### src/rtl/ccp_pkg.sv
package ccp_pkg;

  typedef enum logic [1:0] {
    GRP_OFF = 2'b00,
    GRP_CAP = 2'b01,
    GRP_CMP = 2'b10,
    GRP_PWM = 2'b11
  } grp_e;

  localparam logic [1:0] CMP_SET = 2'd0;
  localparam logic [1:0] CMP_CLR = 2'd1;
  localparam logic [1:0] CMP_RST = 2'd2;
  localparam logic [1:0] CMP_ADC = 2'd3;

  function automatic grp_e grp_of(input logic [3:0] m);
    return grp_e'(m[3:2]);
  endfunction

endpackage

### src/rtl/ccp_capture_unit.sv
module ccp_capture_unit #(
  parameter int DIV_MID = 4,
  parameter int DIV_HI  = 16
) (
  input  logic       clk,
  input  logic       rst,
  input  logic       en,
  input  logic       restart,
  input  logic [1:0] sel,
  input  logic       pin_i,
  output logic       fire
);
  localparam int CNT_W = $clog2(DIV_HI);

  logic             sync1, sync2, prev;
  logic             rise, fall, last;
  logic [CNT_W-1:0] cnt;
  logic [CNT_W-1:0] cnt_top;

  always_ff @(posedge clk) begin
    if (rst) begin
      sync1 <= 1'b0;
      sync2 <= 1'b0;
      prev  <= 1'b0;
    end else begin
      sync1 <= pin_i;
      sync2 <= sync1;
      prev  <= sync2;
    end
  end

  assign rise    = sync2 & ~prev;
  assign fall    = ~sync2 & prev;
  assign cnt_top = sel[0] ? CNT_W'(DIV_HI - 1) : CNT_W'(DIV_MID - 1);
  assign last    = (cnt == cnt_top);

  always_comb begin
    case (sel)
      2'd0:    fire = en & fall;
      2'd1:    fire = en & rise;
      default: fire = en & rise & last;
    endcase
  end

  always_ff @(posedge clk) begin
    if (rst || restart || !en) begin
      cnt <= '0;
    end else if (rise && sel[1]) begin
      cnt <= last ? '0 : cnt + 1'b1;
    end
  end

endmodule

### src/rtl/ccp_compare_unit.sv
module ccp_compare_unit #(
  parameter int TW = 16
) (
  input  logic          clk,
  input  logic          rst,
  input  logic [TW-1:0] timer,
  input  logic [TW-1:0] target,
  output logic          hit
);
  logic eq, eq_q;

  assign eq  = (timer == target);
  assign hit = eq & ~eq_q;

  always_ff @(posedge clk) begin
    if (rst) eq_q <= 1'b0;
    else     eq_q <= eq;
  end

endmodule

### src/rtl/ccp_pwm_unit.sv
module ccp_pwm_unit #(
  parameter int PW = 8,
  parameter int XW = 2
) (
  input  logic             clk,
  input  logic             rst,
  input  logic             en,
  input  logic [PW+XW-1:0] count,
  input  logic [PW-1:0]    period,
  input  logic [PW+XW-1:0] duty_buf,
  output logic             pin,
  output logic             wrap
);
  localparam int DW = PW + XW;

  logic [DW-1:0] duty_act;
  logic          drop;

  assign wrap = en & (count == {period, {XW{1'b1}}});
  assign drop = en & (duty_act != '0) & (count == duty_act - 1'b1);

  always_ff @(posedge clk) begin
    if (rst || !en) begin
      pin      <= 1'b0;
      duty_act <= '0;
    end else if (wrap) begin
      pin      <= (duty_buf != '0);
      duty_act <= duty_buf;
    end else if (drop) begin
      pin      <= 1'b0;
    end
  end

endmodule

### src/rtl/ccp_channel.sv
module ccp_channel
  import ccp_pkg::*;
#(
  parameter int TW = 16,
  parameter int PW = 8,
  parameter int XW = 2
) (
  input  logic          clk,
  input  logic          rst,
  input  logic [3:0]    mode_i,
  input  logic          reg_we_i,
  input  logic [TW-1:0] reg_wdata_i,
  output logic [TW-1:0] reg_rdata_o,
  input  logic [TW-1:0] tmr_wide_i,
  input  logic [PW-1:0] tmr_per_i,
  input  logic [XW-1:0] tmr_ext_i,
  input  logic [PW-1:0] period_i,
  input  logic          pin_i,
  output logic          pin_o,
  output logic          irq_o,
  output logic          tmr_rst_o,
  output logic          adc_start_o
);
  localparam int DW = PW + XW;

  logic [TW-1:0] pair_q;
  logic [3:0]    mode_q;
  grp_e          grp_i, grp_q;
  logic          mode_chg;
  logic          cap_fire, cmp_hit, cmp_act;
  logic          pwm_wrap, pwm_pin, cmp_pin;
  logic [DW-1:0] duty_buf;

  assign grp_i    = grp_of(mode_i);
  assign grp_q    = grp_of(mode_q);
  assign mode_chg = (mode_i != mode_q);
  assign duty_buf = {pair_q[TW-1 -: PW], pair_q[XW-1:0]};
  assign cmp_act  = cmp_hit & (grp_i == GRP_CMP);

  ccp_capture_unit u_cap (
    .clk     (clk),
    .rst     (rst),
    .en      (grp_i == GRP_CAP),
    .restart (mode_chg),
    .sel     (mode_i[1:0]),
    .pin_i   (pin_i),
    .fire    (cap_fire)
  );

  ccp_compare_unit #(.TW(TW)) u_cmp (
    .clk    (clk),
    .rst    (rst),
    .timer  (tmr_wide_i),
    .target (pair_q),
    .hit    (cmp_hit)
  );

  ccp_pwm_unit #(.PW(PW), .XW(XW)) u_pwm (
    .clk      (clk),
    .rst      (rst),
    .en       (grp_i == GRP_PWM),
    .count    ({tmr_per_i, tmr_ext_i}),
    .period   (period_i),
    .duty_buf (duty_buf),
    .pin      (pwm_pin),
    .wrap     (pwm_wrap)
  );

  always_ff @(posedge clk) begin
    if (rst) begin
      pair_q      <= '0;
      mode_q      <= '0;
      cmp_pin     <= 1'b0;
      irq_o       <= 1'b0;
      tmr_rst_o   <= 1'b0;
      adc_start_o <= 1'b0;
    end else begin
      mode_q <= mode_i;

      if (reg_we_i)
        pair_q <= reg_wdata_i;
      else if (cap_fire)
        pair_q <= tmr_wide_i;

      if (mode_chg && grp_i == GRP_CMP)
        cmp_pin <= (mode_i[1:0] == CMP_CLR);
      else if (cmp_act && !mode_i[1])
        cmp_pin <= (mode_i[1:0] == CMP_SET);

      irq_o       <= cap_fire | cmp_act | pwm_wrap;
      tmr_rst_o   <= (cmp_act & mode_i[1]) | pwm_wrap;
      adc_start_o <= cmp_act & (mode_i[1:0] == CMP_ADC);
    end
  end

  always_comb begin
    case (grp_q)
      GRP_PWM: pin_o = pwm_pin;
      GRP_CMP: pin_o = cmp_pin;
      default: pin_o = 1'b0;
    endcase
  end

  assign reg_rdata_o = pair_q;

endmodule

### config.mk
export PLATFORM = sky130hd
export DESIGN_NAME = ccp_channel
export DESIGN_NICKNAME = d
export VERILOG_FILES = /design/src/rtl/ccp_pkg.sv /design/src/rtl/ccp_capture_unit.sv /design/src/rtl/ccp_compare_unit.sv /design/src/rtl/ccp_pwm_unit.sv /design/src/rtl/ccp_channel.sv
export SDC_FILE = /design/constraint.sdc
export NUM_CORES = 1
export LEC_CHECK = 0
export BUFFER_PORTS_ARGS = -buffer_cell sky130_fd_sc_hd__buf_2
export CORE_ASPECT_RATIO = 1.1
export CORE_MARGIN = 2
export CORE_UTILIZATION = 56
export CTS_CLUSTER_DIAMETER = 80
export DETAILED_ROUTE_END_ITERATION = 7
export PLACE_DENSITY = 0.94
export RECOVER_POWER = 25
export REMOVE_ABC_BUFFERS = 1
export SLEW_MARGIN = 20
export SYNTH_ARGS = -nofsm -noshare
export SYNTH_HDL_FRONTEND = slang
export SYNTH_SLANG_ARGS = --single-unit
### constraint.sdc
create_clock -name clk -period 5.15 [get_ports clk]
set_input_delay 1.545 -clock clk [delete_from_list [all_inputs] [get_ports clk]]
set_output_delay 1.545 -clock clk [all_outputs]
set_load 0.05 [all_outputs]
* Word level (Yosys, flattened, before mapping) *
Index checks and enable logic that the tools add are counted.

cells by class
  $add $sub $neg = 2
  $mul = 0
  div/mod/pow operators = 0
  $lt $le $gt $ge = 0
  equal/unequal tests = 12
  shift operators = 0
  muxes and demuxes = 10
  bitwise logic cells = 18
  reduce and logical (&&, ||, !) cells = 15

operators by type and width
  operator                                                              number
  16-bit 2-to-1 mux                                                     2
  10-bit == test                                                        2
  10-bit nonzero test                                                   2
  16-bit == test                                                        1
  1-bit bitwise AND                                                     12
  2-bit == test, second input constant                                  5
  10-bit by 1-bit subtractor with 10-bit output, second input constant  1
  4-bit 2-to-1 mux                                                      2
  2-bit nonzero test                                                    3
  4-bit by 1-bit adder with 4-bit output, second input constant         1
  2-bit by 1-bit == test with 1-bit output, second input constant       2
  4-bit == test                                                         1
  1-bit 2-to-1 mux                                                      4
  4-bit != test                                                         1
  1-bit case mux with 2 select lines                                    2
  1-bit logical AND                                                     3
  1-bit zero test                                                       3
  1-bit logical OR                                                      3
  1-bit inverter                                                        3
  1-bit OR                                                              3
  2-bit zero test                                                       1

word-level totals
  register bits after elaboration = 43
  bits in latches = 0
  bits in writable memories = 0
  ROM bits = 0
  bits of input ports = 58
  output and inout port bits = 20
  logic and storage cells = 70
  memories kept = 0

* Longest topological paths before layout *
Gate-level depths: netlist (run 1).

  word-level depth = 7
  depth in mapped cells = 8
  depth with buffers taken out = 8

* By module *
From an unflattened synthesis (run 1), not the netlist that was laid out.

unflattened totals
  cells, all modules = 298
  area total of the unflattened synthesis = 2483.6 µm²

by module, submodules not included
  module            times used  cells each  area an instance (µm²)  seq. area each (µm²)
  ccp_channel       1           128         1104.8                  480.5
  ccp_pwm_unit      1           109         840.8                   220.2
  ccp_capture_unit  1           37          339.1                   140.1
  ccp_compare_unit  1           24          198.9                   20.0

* Worst setup path before layout (run 1) *
No wires, ideal clock.

  kind = input to register
  start = input mode_i[0]
  end = register pair_q[10], in the netlist reg_rdata_o[10]
  setup time = 0.155 ns
  arrival = 2.724 ns
  required time = 4.995 ns
  setup slack = 2.271 ns
  stages on the path = 8
  path buffers = 2
  cells stage by stage = buf_2 nor2_1 and4b_1 o21ai_1 a21oi_2 clkbuf_1 nor3b_1 a2111oi_2

on the way
  longest elaborated chain between the ends = 5
  elaborated cells between the ends (all ways) = 7
  classes of those cells = 2 x eq/ne; 2 x mux; 1 x bitwise; 2 x reduce/logical

RTL lines
  item                                    RTL line                source
  from (decl)                             ccp_channel.sv:10       input logic [3:0] mode_i,
  4-bit 2-to-1 mux                        ccp_capture_unit.sv:34  assign cnt_top = sel[0] ? CNT_W'(DIV_HI - 1) : CNT_W'(DIV_MID - 1);
  4-bit == test                           ccp_capture_unit.sv:35  assign last = (cnt == cnt_top);
  1-bit bitwise AND                       ccp_capture_unit.sv:41  default: fire = en & rise & last;
  1-bit case mux with 2 select lines (*)  ccp_capture_unit.sv:38  case (sel)
  2-bit nonzero test (no line) (*)        --
  to (signal assigned)                    ccp_channel.sv:81       pair_q <= reg_wdata_i;
  to (signal assigned)                    ccp_channel.sv:83       pair_q <= tmr_wide_i;
  to (decl)                               ccp_channel.sv:26       logic [TW-1:0] pair_q;

Mark *: on every way between the ends. The rest lies on a longest branch, timed or not.
A chain may end at the register's enable or synchronous reset.

* Final worst setup path (run 1) *
  start = input rst
  end = register u_pwm.pin

on the way
  longest elaborated chain between the ends = 1

RTL lines
  item                  RTL line            source
  from (decl)           ccp_channel.sv:9    input logic rst,
  1-bit logical OR      ccp_pwm_unit.sv:23  if (rst || !en) begin
  to (signal assigned)  ccp_pwm_unit.sv:27  pin <= (duty_buf != '0);
  to (decl)             ccp_pwm_unit.sv:11  output logic pin,

No other way between the ends.

==> metrics.md, run 1 <==
| Metric | Value |
|---|---|
| First-pass GRT wire length | `9.12 mm` |
| Largest net degree at the start of global routing | `between 40 and 50` |
| Post-CTS Resized | `0` |
| WS Path Type | `in2reg` |
| Number of global-route vias before repair | `~2100` |
| Die X-Extent | `68.9 um` |
| Slew headroom | `-0.00781` |
| Leakage | `between 0.001 and 0.0015 uW` |
| Worst reg2reg path depth | `7` |
| Least-Margin Pin Slew | `about 1.5 ns` |
| Die area | `around 5200 um2` |
| Clock tree root buffer cell | `clkbuf_8` |
| Clock Skew | `0.00635 ns` |
| Initial Util | `0.592` |
| Max Cap Violations | `1` |
| GRT Util Overall | `0.231` |
| Area occupied by multi-input gates | `1580 um2` |
| Reg area | `roughly 860 um2` |
| Post-synth ARST share | `0` |
| CTS clk-pin slew, worst paths | `around 0.08 ns` |
| Maximum vdd drop | `~230 uV` |
| DP HPWL | `between 4 and 5 mm` |
| Final Hold Vio Count | `0` |
| Setup_tns | `0 ns` |
| Routed WL | `5.91 mm` |
| ANT cells | `0` |
| Setup Buffers After CTS | `0` |
| CTS H-Tree Depth | `2` |
| CP Data Required Time | `around 5.4 ns` |
| PwrDens | `between 200 and 250 nW/um2` |
| Routed Antenna Nets | `0` |
| Crit path time final | `between 3 and 4 ns` |
| Post-Syn Area | `about 2600 um2` |
| Total power | `~740 uW` |
| Pre-CTS setup slack | `1.55 ns` |
| Drt via density | `5.72` |
| CTS Hold Bufs | `0` |
| Post-synth EDFFs | `0` |
| Crit path cell chain | `clkbuf_1 -> nor2b_1 -> nand2_1 -> a311oi_1 -> a41o_1` |
| Final worst-path cycle share | `0.649` |
| Startpoint types | `primary input` |
| Outcome | `complete, but fails checks` |
| Placer Congestion | `0.849` |
| Area growth syn-to-layout | `18.2%` |
| # fillers | `between 300 and 400` |
| Final Max Tran Viols | `28` |
| Skew-Pair Late Insertion Delay | `roughly 0.3 ns` |
| Core Region | `~4400 um2` |
| Post-route worst setup slack | `~1.8 ns` |
| Initial antenna violation count | `0` |
| Ys flop type | `dfxtp_1` |
| Hold Path Depth | `1` |
| CP arrival | `~3.5 ns` |
| Syn Area/Cell | `about 9.0 um2` |
| GRT overflow | `0` |
| Critical path's largest stage delay | `between 1 and 1.5 ns` |
| Synth warnings | `0` |
| Failing checks | `max-capacitance violations, max-slew violations` |
| Sequential fraction of the synthesis area | `0.332` |
| Max Clock Freq | `approximately 0.3 GHz` |
| Post-synth top area share | `0.332` |
| Synth Instances | `between 200 and 300` |
| Routed vias | `between 2000 and 2500` |
| WL/cell | `approximately 14 um` |
| Largest cells by area after synthesis | `dfxtp_1 33%, xor2_1 9.8%, a2111oi_2 6.9%` |
| Share of post-route cells with drive strength above 1 | `0.282` |
| Initial DRC Count | `between 90 and 100` |
| # rows | `25` |
| RSZ-0062 raised after global routing | `false` |
| CTS Buf Count | `5` |
| Worst setup EP type | `register` |
| Die Ht | `between 70 and 80 um` |
| Setup violators final | `0` |
| Clk buf depth | `2` |
| Placed cell count | `401` |
| CTS tree | `yes` |
| Core Util, Final | `0.700` |
| DRC viols | `0` |
| Clock sink count | `43` |
| Final nets | `414` |
| Crit path max fanout | `27` |
| Critical path's slowest cell | `clkbuf_1` |
| Io pins | `78` |
| Biggest area consumer among synthesized cells | `dfxtp_1` |
| Number of synthesized register bits | `43` |
| IO Port Bufs | `77` |
| Drt pass-1 iters | `4` |
| Count of cell types in the netlist | `47` |
| Hold Path Class | `reg2reg` |
| Post-Layout Cell Count | `a little over 400` |
-- synthesized netlist by cell type (2+ instances only) --
cell and instances:
dfxtp_1 43, xor2_1 29, nor2_1 25, nor3_1 23, inv_1 21, nor3b_1 17, mux2i_1 13, a2111oi_2 12
clkbuf_1 10, nand4_1 10, xnor2_1 10, nor2b_1 8, nand2_1 7, nor4_1 7, buf_2 5, a2111oi_1 4
a21oi_1 3, a31oi_1 3, and3_1 3, and2_1 2, ha_1 2, nand2b_1 2, o21ai_0 2, o21bai_1 2
or3b_2 2
-- layout make-up --
type,count,share of cell area
clock inverter,1,0.00245
timing repair buffer,77,0.122
tap,54,0.0220
multi-input combinational,206,0.515
clock buffer,7,0.0314
sequential,43,0.281
inverter,21,0.0257
-- final timing paths --
path / startpoint / endpoint / slack (ns)
max: rst / u_pwm.pin$_SDFFE_PP0P_ / 1.81
min: u_cap.sync1$_SDFF_PP0_ / u_cap.sync2$_SDFF_PP0_ / 0.45
max reg2reg: u_cap.cnt[0]$_SDFFE_PP0P_ / reg_rdata_o[14]$_SDFFE_PP0P_ / 3.01
min reg2reg: u_cap.sync1$_SDFF_PP0_ / u_cap.sync2$_SDFF_PP0_ / 0.45
-- power by group --
| group | total [uW] | switching, uW | internal [uW] |
|---|---|---|---|
| Sequential | 358 | 14.0 | 344 |
| Combinational | 143 | 89.0 | 54.3 |
| Clock | 237 | 115 | 122 |
| Total | 739 | 218 | 520 |
-- layer usage --
layer | GRT usage | routed length [um]
met5 | 0 | 0
met2 | 0.382 | 2930
met4 | 0.0980 | 155
met3 | 0.0532 | 341
met1 | 0.287 | 2480
-- placed cells by master, fill, tap and decap left out, drive strengths merged, types with 2 or more instances in the layout --
cell / n
dfxtp: 43
nor4b: 2
nand4: 10
nand2: 7
nor2b: 8
and3: 3
ha: 2
nor4: 8
inv: 21
nor3: 24
xor2: 29
clkbuf: 15
nand2b: 2
o21bai: 2
buf: 69
and2: 2
or3b: 2
xnor2: 10
nor3b: 18
a31oi: 3
mux2i: 13
a21o: 2
a21oi: 4
nor2: 25
o21ai: 3
a2111oi: 16
-- logic make-up after synthesis --
| family | synth area share |
|---|---|
| buf+inv | 0.0617 |
| xor+xnor | 0.132 |
| compound gates | 0.147 |
| fa+ha+maj | 0.00965 |
| flops | 0.332 |
| mux | 0.0545 |
| simple gates | 0.263 |
-- critical path: cells and delay by family --
kind	cells	cell delay [ns]
AO/OA/AOI/OAI	2	0.32
AND/OR/NAND/NOR	2	0.58
buffers and inverters	1	1.07
-- state kept, by name (all words and copies together) (netlist names) --
| name | count |
|---|---|
| u_cap.sync2 | 1 |
| u_cap.sync1 | 1 |
| u_pwm.pin | 1 |
| mode_q | 4 |
| cmp_pin | 1 |
| u_cap.cnt | 4 |
| u_cap.prev | 1 |
| u_pwm.duty_act | 10 |
| u_cmp.eq_q | 1 |
| tmr_rst_o | 1 |
| reg_rdata_o | 16 |
| adc_start_o | 1 |
| irq_o | 1 |
-- metrics by stage --
step	instance area [um2]	hold slack [ns]
after global routing	3070	0.465
after floorplan	2510	0.414
after CTS	3070	0.448
after detailed placement	2970	0.429
after global placement	2970	0.416
final	3070	0.446
Power figures use the tool's default switching activity.
==> inputs of run 2 (changes only) <==
CORE_UTILIZATION = 47   (was 56)
PLACE_DENSITY = 0.85   (was 0.94)
clock period = 2.83 ns   (was 5.15 ns; I/O delays follow)
==> metrics.md, run 2 (same netlist as run 1, synthesis figures left out) <==
| Metric | Value |
|---|---|
| Setup_tns | `0 ns (unchanged)` |
| Proportion of power drawn by combinational gates | `0.196 (+0.002)` |
| CTS tree | `yes` |
| Maximum vdd drop | `321 uV (+42%)` |
| Net Switching | `375 uW (+72%)` |
| Max reg flops | `16 (unchanged)` |
| Area growth syn-to-layout | `19.5%` |
| Clock sink count | `43 (unchanged)` |
| Least-Margin Pin Slew | `1.47 ns (-0.0444 ns)` |
| GRT Util Overall | `0.194 (-0.0368)` |
| CTS H-Tree Depth | `2 (unchanged)` |
| Setup violators final | `0 (unchanged)` |
| Final nets | `417 (+0.72%)` |
| Startpoint types | `primary input` |
| First-pass GRT wire length | `9.44 mm (+3.5%)` |
| Commonest non-fill, non-tap cells in the layout | `72 x buf_2, 43 x dfxtp_1, 29 x xor2_1` |
| Core Region | `5360 um2 (+22%)` |
| Share of post-route cells with drive strength above 1 | `0.288 (+0.00602)` |
| Max Clock Freq | `around 0.44 GHz` |
| DRC viols | `0 (unchanged)` |
| ANT cells | `0 (unchanged)` |
| Initial antenna violation count | `0 (unchanged)` |
| Largest net degree at the start of global routing | `49 (unchanged)` |
| Slew headroom | `0.0218 (+0.0296)` |
| Clk pwr share | `0.311 (-0.010)` |
| Hold slack final | `0.444 ns (-0.00214 ns)` |
| Reg-to-reg endpoint | `u_pwm.pin$_SDFFE_PP0P_` |
| Leakage | `0.00137 uW (+1.5%)` |
| Worst setup EP type | `register` |
| R2R Setup Slk | `0.82 ns (-2.19 ns)` |
| # rows | `28 (+12%)` |
| Die Ht | `81.9 um (+8.7%)` |
| Worst reg2reg path depth | `6 (-1)` |
| Initial DRC Count | `47 (-51%)` |
| Post-CTS Resized | `0 (unchanged)` |
| WL/cell | `13.2 um (-8.6%)` |
| Max Cap Violations | `0 (-1)` |
| Routed vias | `2341 (unchanged)` |
| CTS clk-pin slew, worst paths | `0.07 ns (about the same)` |
| Sw Ratio | `0.283 (-0.0121)` |
| Number of global-route vias before repair | `2137 (+3.5%)` |
| GRT overflow | `0 (unchanged)` |
| Routed WL | `5.72 mm (-3.2%)` |
| Setup Buffers After CTS | `0 (unchanged)` |
| Cell-internal power | `949 uW (+82%)` |
| Power share of the sequential group | `0.492 (+0.007)` |
| Drt via density | `5.41 (-5.5%)` |
| RSZ-0062 raised after global routing | `false` |
| WS Path Type | `in2reg` |
| DP HPWL | `4.41 mm (-0.51%)` |
| Final worst-path cycle share | `0.807` |
| CP Data Required Time | `3.01 ns (-2.34 ns)` |
| Initial Util | `0.484 (-0.108)` |
| Die area | `6130 um2 (+18%)` |
| CTS Hold Bufs | `0 (unchanged)` |
| IO Port Bufs | `77 (unchanged)` |
| Outcome | `finished, final reports clean` |
| Skew-Pair Late Insertion Delay | `0.29 ns (about the same)` |
| CTS Buf Count | `5 (unchanged)` |
| CP arrival | `2.47 ns (-1.07 ns)` |
| Crit path capture | `adc_start_o$_SDFF_PP0_` |
| Final Max Tran Viols | `0 (-100%)` |
| Clk buf depth | `2 (unchanged)` |
| CP startpoint | `rst` |
| Clock Skew | `0.00688 ns (+0.000533 ns)` |
| Die X-Extent | `74.8 um (+8.6%)` |
| Total power | `1320 uW (+79%)` |
| Crit path time final | `around 2.3 ns` |
| Io pins | `78 (unchanged)` |
| Critical R2R Launch | `u_pwm.duty_act[3]$_SDFFE_PP0P_` |
| Drt pass-1 iters | `4 (unchanged)` |
| Placer Congestion | `0.777 (-8.4%)` |
| Crit path max fanout | `26 (-3.7%)` |
| Hold Path Class | `reg2reg` |
| Routed Antenna Nets | `0 (unchanged)` |
| Final Hold Vio Count | `0 (unchanged)` |
| Core Util, Final | `0.578 (-0.122)` |
| Clock tree root buffer cell | `clkbuf_8` |
| PwrDens | `427 nW/um2 (+77%)` |
| Commonest non-fill, non-tap cell in the layout | `buf_2` |
run 2: changes by cell type in the layout (fill, tap and decap cells not counted), sizes merged:
cell,delta
buf,+4
clkinvlp,-1
run 2: metal layers:
metal	global-route usage	part of all wire	vias up
li1	-	-	1161
met1	0.260	0.45	1107
met2	0.314	0.48	67
met3	0.0503	0.060	6
met4	0.0375	0.0075	0
met5	0	0	-
run 2: how the worst min path moves through the flow:
stage,startpoint,to,slack (ns),cells past startpoint
floorplan,u_cap.sync1$_SDFF_PP0_,u_cap.sync2$_SDFF_PP0_,0.41,1
global placement,u_cap.sync1$_SDFF_PP0_,u_cap.sync2$_SDFF_PP0_,0.42,1
detailed placement,u_cap.sync1$_SDFF_PP0_,u_cap.sync2$_SDFF_PP0_,0.43,1
CTS,u_cap.sync1$_SDFF_PP0_,u_cap.sync2$_SDFF_PP0_,0.45,1
global route,u_cap.sync1$_SDFF_PP0_,u_cap.sync2$_SDFF_PP0_,0.47,1
finish,u_cap.sync1$_SDFF_PP0_,u_cap.sync2$_SDFF_PP0_,0.44,1
run 2: layout make-up:
type	instances	area (um2)
Fill cell	490	2260
Inverter	21	78.8
Tap cell	75	93.8
Sequential cell	43	861
Timing Repair Buffer	80	394
Clock buffer	8	100
Multi-Input combinational cell	206	1570
run 2: worst max-delay path, cell delays in order:
cell      delay, ns
clkbuf_1       0.13
clkbuf_1       1.09
nor2b_1        0.16
and3_1         0.23
run 2: power by group through the flow:
| stage | registers [uW] | clock network [uW] | logic [uW] |
|---|---|---|---|
| after floorplan | 716 | 0 | 98.5 |
| after global placement | 664 | 0 | 256 |
| after detailed placement | 665 | 0 | 262 |
| after CTS | 651 | 422 | 263 |
| after global routing | 655 | 455 | 283 |
| final | 652 | 412 | 260 |
run 2: per-stage QoR:
stage               cells  area (um2)  setup slack [ns]
floorplan             270        2510             0.451
global placement      425        3010             0.341
detailed placement    425        3010             0.382
CTS                   433        3110             0.686
global route          433        3100             0.436
finish                433        3100             0.547
